$ cat src/rtl/sector_vote_pkg.sv
package sector_vote_pkg;

  localparam int NBR_CNT  = 8;
  localparam int TAP_CNT  = 9;
  localparam int TAP_SELF = 4;

  function automatic int unsigned vote_count(input logic [NBR_CNT-1:0] v);
    int unsigned n;
    n = 0;
    for (int i = 0; i < NBR_CNT; i++) n += int'(v[i]);
    return n;
  endfunction

endpackage

$ cat src/rtl/svc_frame_track.sv
module svc_frame_track (
  input  logic clk,
  input  logic rst,
  input  logic frame_start,
  output logic first_now
);
  logic seen_q;
  logic first_q;

  always_ff @(posedge clk) begin
    if (rst) begin
      seen_q  <= 1'b0;
      first_q <= 1'b1;
    end else if (frame_start) begin
      seen_q <= 1'b1;
      if (seen_q) first_q <= 1'b0;
    end
  end

  // a second boundary in this very cycle already ends the first frame
  assign first_now = first_q & ~(frame_start & seen_q);
endmodule

$ cat src/rtl/svc_map.sv
module svc_map #(
  parameter int ROWS = 17,
  parameter int COLS = 30,
  parameter int RW   = $clog2(ROWS),
  parameter int CW   = $clog2(COLS)
) (
  input  logic                 clk,
  input  logic                 rst,
  input  logic                 wr_en,
  input  logic [RW-1:0]        wr_row,
  input  logic [CW-1:0]        wr_col,
  input  logic                 wr_bit,
  input  logic [RW-1:0]        rd_row,
  input  logic [CW-1:0]        rd_col,
  output logic                 self_bit,
  output logic [7:0]           nbr_bits,
  output logic [ROWS*COLS-1:0] map_bits
);
  import sector_vote_pkg::*;

  localparam int DEPTH = ROWS * COLS;
  localparam int AW    = $clog2(DEPTH);

  logic [DEPTH-1:0]   map_q;
  logic [TAP_CNT-1:0] taps;
  logic               wr_ok;
  logic [AW-1:0]      wr_idx;

  always_comb begin
    wr_ok  = (int'(wr_row) < ROWS) && (int'(wr_col) < COLS);
    wr_idx = AW'(int'(wr_row) * COLS + int'(wr_col));
  end

  always_ff @(posedge clk) begin
    if (rst) map_q <= '1;
    else if (wr_en && wr_ok) map_q[wr_idx] <= wr_bit;
  end

  for (genvar g = 0; g < TAP_CNT; g++) begin : g_tap
    localparam int DR = g / 3 - 1;
    localparam int DC = g % 3 - 1;
    logic tap;
    always_comb begin
      int r;
      int c;
      r   = int'(rd_row) + DR;
      c   = int'(rd_col) + DC;
      tap = 1'b0;
      if (r >= 0 && r < ROWS && c >= 0 && c < COLS) begin
        if (wr_en && int'(wr_row) == r && int'(wr_col) == c) tap = wr_bit;
        else tap = map_q[AW'(r * COLS + c)];
      end
    end
    assign taps[g] = tap;
  end

  assign self_bit = taps[TAP_SELF];
  assign nbr_bits = {taps[8:5], taps[3:0]};
  assign map_bits = map_q;
endmodule

$ cat src/rtl/svc_tally.sv
module svc_tally #(
  parameter int VOTE_MIN = 5
) (
  input  logic       forced,
  input  logic       self_bit,
  input  logic [7:0] nbr_bits,
  output logic       enable
);
  import sector_vote_pkg::*;

  logic majority;
  always_comb begin
    majority = vote_count(nbr_bits) >= VOTE_MIN;
    enable   = forced | self_bit | majority;
  end
endmodule

$ cat src/rtl/sector_vote_ctrl.sv
module sector_vote_ctrl #(
  parameter int ROWS     = 17,
  parameter int COLS     = 30,
  parameter int VOTE_MIN = 5,
  parameter int RW       = $clog2(ROWS),
  parameter int CW       = $clog2(COLS)
) (
  input  logic          clk,
  input  logic          rst,
  input  logic          frame_start,
  input  logic          unit_start,
  input  logic [RW-1:0] unit_row,
  input  logic [CW-1:0] unit_col,
  input  logic          done_valid,
  input  logic [RW-1:0] done_row,
  input  logic [CW-1:0] done_col,
  input  logic          done_req,
  output logic          sect_en,
  output logic          sect_en_valid
);
  logic                 first_now;
  logic                 a_vld;
  logic                 a_forced;
  logic [RW-1:0]        a_row;
  logic [CW-1:0]        a_col;
  logic                 self_bit;
  logic [7:0]           nbr_bits;
  logic [ROWS*COLS-1:0] map_bits;
  logic                 decision;

  svc_frame_track u_frame (
    .clk        (clk),
    .rst        (rst),
    .frame_start(frame_start),
    .first_now  (first_now)
  );

  // stage A: capture the request and the first-frame state
  always_ff @(posedge clk) begin
    if (rst) begin
      a_vld    <= 1'b0;
      a_forced <= 1'b0;
      a_row    <= '0;
      a_col    <= '0;
    end else begin
      a_vld <= unit_start;
      if (unit_start) begin
        a_forced <= first_now;
        a_row    <= unit_row;
        a_col    <= unit_col;
      end
    end
  end

  svc_map #(.ROWS(ROWS), .COLS(COLS), .RW(RW), .CW(CW)) u_map (
    .clk     (clk),
    .rst     (rst),
    .wr_en   (done_valid),
    .wr_row  (done_row),
    .wr_col  (done_col),
    .wr_bit  (done_req),
    .rd_row  (a_row),
    .rd_col  (a_col),
    .self_bit(self_bit),
    .nbr_bits(nbr_bits),
    .map_bits(map_bits)
  );

  svc_tally #(.VOTE_MIN(VOTE_MIN)) u_tally (
    .forced  (a_forced),
    .self_bit(self_bit),
    .nbr_bits(nbr_bits),
    .enable  (decision)
  );

  // stage B: registered result
  always_ff @(posedge clk) begin
    if (rst) begin
      sect_en_valid <= 1'b0;
      sect_en       <= 1'b0;
    end else begin
      sect_en_valid <= a_vld;
      sect_en       <= a_vld & decision;
    end
  end
endmodule

$ cat config.mk
export PLATFORM = sky130hd
export DESIGN_NAME = sector_vote_ctrl
export DESIGN_NICKNAME = d
export VERILOG_FILES = /design/src/rtl/sector_vote_pkg.sv /design/src/rtl/svc_frame_track.sv /design/src/rtl/svc_map.sv /design/src/rtl/svc_tally.sv /design/src/rtl/sector_vote_ctrl.sv
export SDC_FILE = /design/constraint.sdc
export NUM_CORES = 2
export LEC_CHECK = 0
export CAP_MARGIN = 30
export CORE_MARGIN = 5
export CORE_UTILIZATION = 35
export CTS_CLUSTER_SIZE = 14
export DETAILED_ROUTE_END_ITERATION = 8
export GPL_ROUTABILITY_DRIVEN = 1
export PLACE_DENSITY_LB_ADDON = 0.15
export SLEW_MARGIN = 20
export SYNTH_ARGS = -nofsm -noshare
export SYNTH_HDL_FRONTEND = slang
export SYNTH_SLANG_ARGS = --single-unit
export TNS_END_PERCENT = 100
$ cat constraint.sdc
create_clock -name clk -period 30 [get_ports clk]
set_clock_uncertainty 0.15 [all_clocks]
set_input_delay 6 -clock clk [delete_from_list [all_inputs] [get_ports clk]]
set_output_delay 6 -clock clk [all_outputs]
set_load 0.005 [all_outputs]
==> qor_table.md <==
| Parameter | Reported |
|---|---|
| Net count of the mapped netlist | 5000 |
| Worst reg2reg path depth | 29 |
| Shortest period the worst path allows | 11.67 ns |
| Final Worst Setup Slack | 18.33 ns |
| Num ports | 28 |
| Count of input and output buffers | 27 |
| Sequential power share | 14.9% |
| Area share of the largest cell type after synthesis | 41.1% |
| Element type at the critical path end | flip-flop |
| Hold bufs inserted after CTS | 0 |
| Syn Std Cell Area | 54100 um2 |
| Number of search-and-repair iterations in the first detailed-routing pass | 6 |
| Critical Path Fanout Max | 6 |
| Kind of launch point of the worst setup path | input pin |
| Clock root buffer master | sky130_fd_sc_hd__clkbuf_16 |
| Routed Antenna Nets | 0 |
| Synth cell types | 80 |
| Number of vias after detailed routing | 46.2k |
| Critical path start-end classification | input pin to flip-flop |
| Clock tree from TritonCTS | done |
| Largest area contributor in the netlist | sky130_fd_sc_hd__mux4_2 |
| Filler instances | 14.8k |
| Initial standard-cell utilization of the core | 35.2% |
| Clock latency at the later pin of the worst-skew pair | 0.70 ns |
| Primary flip-flop cell chosen by synthesis mapping | sky130_fd_sc_hd__dfxtp_1 |
| Number of cells traversed by the worst hold path | 2 |
| Area taken by multi-input logic gates | 41500 um2 |
| Routed vias/inst | 6.90 |
| Average detailed-routed wire length per instance | 37.0 um |
| Worst-case clock buffer depth | 3 |
| Combinational fraction of design power | 66.1% |
| Final standard cell utilization of the core | 38.5% |
| Final setup violation count | 0 |
| Total net switching power | 2590 uW |
| Via count of the first global-routing pass | 43.0k |
| Final-report max-slew violation count | 0 |
| Critical path data arrival time | 12.09 ns |
| Power density cells | 80.5 nW/um2 |
| Fraction of power spent switching nets | 54.3% |
| Adder and majority gate portion of the synthesized area | 4.23% |
| Worst slack, placed | 17.94 ns |
| Number of synthesized register bits | 526 |
| Die Wd | 403 um |
| CTS Sinks | 526 |
| Register area | 10500 um2 |
| Post-synthesis mux area share | 50.4% |
| Remaining max-slew budget at the tightest pin | 23.3% |
| Synthesis Warnings | 0 |
| Count of instances resized after the clock tree is built | 0 |
| Worst Hold Class | flip-flop to flip-flop |
| Clock transition at the registers of the reported paths | 0.06 ns |
| Residual DRC count | 0 |
| Cell count after synthesis | 4817 |
| Unrepaired setup endpoints after global routing | no |
| Sum of negative setup slack | 0 ns |
| Global router's overall resource usage | 29.7% |
| Slack of the worst reg-to-reg path | 19.40 ns |
| Initial antenna violation count | 8 |
| Highest clock frequency the design can meet | 0.0857 GHz |
| Leakage power summed over all cells | 0.0168 uW |
| Global-route wire length before repair | 347000 um |
| Synth-to-layout area growth | 9.55% |
| Clock buffers created by TritonCTS | 71 |
| Iter 0 DRT Violations | 6180 |
| Part of the Yosys area used for sequential elements | 19.5% |
| Synth top area cells | sky130_fd_sc_hd__mux4_2, sky130_fd_sc_hd__dfxtp_1, sky130_fd_sc_hd__mux2i_1, sky130_fd_sc_hd__nor2_1, sky130_fd_sc_hd__a211oi_1 |
| Final HPWL DP | 167000 um |
| Period utilisation layout | 38.9% |
| Number of flops mapped to enable cells by yosys | 0 |
| Fraction of the mapped netlist area in simple logic gates | 9.37% |
| Cell with the most instances after synthesis | sky130_fd_sc_hd__mux4_2 |
| Pin count of the biggest net entering global routing | 175 |
| Final #Nets | 4768 |
| Gp weighted congestion | 0.993 |
| Share of flip-flops with an asynchronous set or reset after synthesis | 0% |
| Top cells by count, synth | sky130_fd_sc_hd__mux4_2, sky130_fd_sc_hd__nor2_1, sky130_fd_sc_hd__dfxtp_1, sky130_fd_sc_hd__mux2i_1, sky130_fd_sc_hd__clkbuf_1 |
| Maximum capacitance violations | 0 |
| Fraction of layout cells with a size suffix above 1 | 30.4% |
| Placeable core area | 154000 um2 |
| Wirelength, routed | 248000 um |
| Share of the synthesized area in compound gates (AO/OA/AOI/OAI) | 9.31% |
| Internal Pwr Total | 2180 uW |
| Maximum vdd drop | 0.153 mV |
| Overall die height | 403 um |
| Mapped Avg Cell Area | 11.2 um2 |
| Number of core rows | 144 |
| Htree depth | 3 |
| Status | finished, final reports clean |
| Number of flip-flops in the largest register | 510 |
| Clock power share | 19.1% |
| Postcts setup bufs | 0 |
| Number of hold violations in the final report | 0 |
| Remaining Overflow, GRT | 0 |
| Data required time at the worst endpoint | 30.42 ns |
| Xor/xnor share of the synthesized area | 2.24% |
| Die area | 163000 um2 |
| Dominant combinational cell family by area after synthesis | multiplexers |
| Slew @ Worst Pin | 1.15 ns |
==> power by group through the flow <==
stage	Clock (uW)	Sequential (uW)	Combinational (uW)
after floorplan	0	721	1640
after global placement	0	725	2980
after detailed placement	0	725	2990
after CTS	926	709	3000
after global routing	949	710	3180
final	909	710	3150
==> layout make-up <==
type	count	area share (%)
Tap cell	2044	4.32
Inverter	93	0.589
Antenna cell	10	0.0422
Clock buffer	92	3.35
Sequential cell	526	17.8
Multi-Input combinational cell	3688	70.1
Timing Repair Buffer	205	3.13
Clock inverter	32	0.699
==> layer usage <==
metal	vias up	global-route usage (%)	wire (um)	part of all wire, %
met4	2	16.5	17200	7.0
met1	23800	39.5	96300	39
met5	-	0.416	95	0.038
met3	609	8.17	26700	11
met2	2950	43.7	107000	43
li1	18800	-	-	-
==> placed cells by master (no fill, tap or decap), types with 41 or more instances in the layout <==
cell type / n
sky130_fd_sc_hd__nor2_1: 716
sky130_fd_sc_hd__mux2i_1: 475
sky130_fd_sc_hd__nand3_1: 54
sky130_fd_sc_hd__mux4_2: 988
sky130_fd_sc_hd__a31oi_1: 210
sky130_fd_sc_hd__ha_1: 109
sky130_fd_sc_hd__a211oi_1: 227
sky130_fd_sc_hd__dfxtp_1: 525
sky130_fd_sc_hd__a21oi_1: 61
sky130_fd_sc_hd__clkbuf_16: 72
sky130_fd_sc_hd__buf_4: 156
sky130_fd_sc_hd__nand2_1: 195
sky130_fd_sc_hd__xnor2_1: 67
sky130_fd_sc_hd__o21ai_0: 41
sky130_fd_sc_hd__inv_1: 91
==> cells by family (layout without fill, tap and decap cells) <==
| logic type | count (synthesis) | count (layout) |
|---|---|---|
| AOI/OAI and AO/OA | 717 | 717 |
| xor gates and xnor gates | 134 | 134 |
| adders and majority gates | 157 | 157 |
| buffers and inverters | 603 | 422 |
| DFF | 526 | 526 |
| muxes | 1486 | 1486 |
| other | 0 | 10 |
| and+or+nand+nor | 1194 | 1194 |
==> per-stage QoR <==
stage	total power (uW)	area, um2	std cells	hold WS, ns
floorplan	2370	54100	4817	0.283
global placement	3710	56500	6539	0.298
detailed placement	3710	56700	6548	0.311
CTS	4630	59100	6672	0.322
global route	4840	59200	6680	0.353
finish	4770	59300	6690	0.318
==> final timing paths <==
check | startpoint | end
worst min-delay path | u_frame.seen_q$_SDFFE_PP0P_ | u_frame.seen_q$_SDFFE_PP0P_
worst min register to register | u_frame.seen_q$_SDFFE_PP0P_ | u_frame.seen_q$_SDFFE_PP0P_
worst max register to register | a_row[1]$_SDFFE_PP0P_ | sect_en$_SDFF_PP0_
worst max-delay path | done_row[3] | sect_en$_SDFF_PP0_
==> critical path, cell delays in order <==
cell and delay, ns:
sky130_fd_sc_hd__clkdlybuf4s50_1 0.58, sky130_fd_sc_hd__xnor2_1 0.41, sky130_fd_sc_hd__xnor2_1 0.11, sky130_fd_sc_hd__o31ai_1 0.26, sky130_fd_sc_hd__nand4b_1 0.47, sky130_fd_sc_hd__o21ai_0 1.02, sky130_fd_sc_hd__a211o_1 0.37, sky130_fd_sc_hd__nand3_1 0.17
sky130_fd_sc_hd__fa_1 0.49, sky130_fd_sc_hd__fa_1 0.52, sky130_fd_sc_hd__fa_1 0.42, sky130_fd_sc_hd__inv_1 0.10, sky130_fd_sc_hd__fa_1 0.41, sky130_fd_sc_hd__nand2b_1 0.17, sky130_fd_sc_hd__a21oi_1 0.15, sky130_fd_sc_hd__a31oi_1 0.06
sky130_fd_sc_hd__o21ai_0 0.15, sky130_fd_sc_hd__o31a_1 0.15, sky130_fd_sc_hd__o21ai_0 0.07
Note: power is estimated with default switching activity, not from simulation.
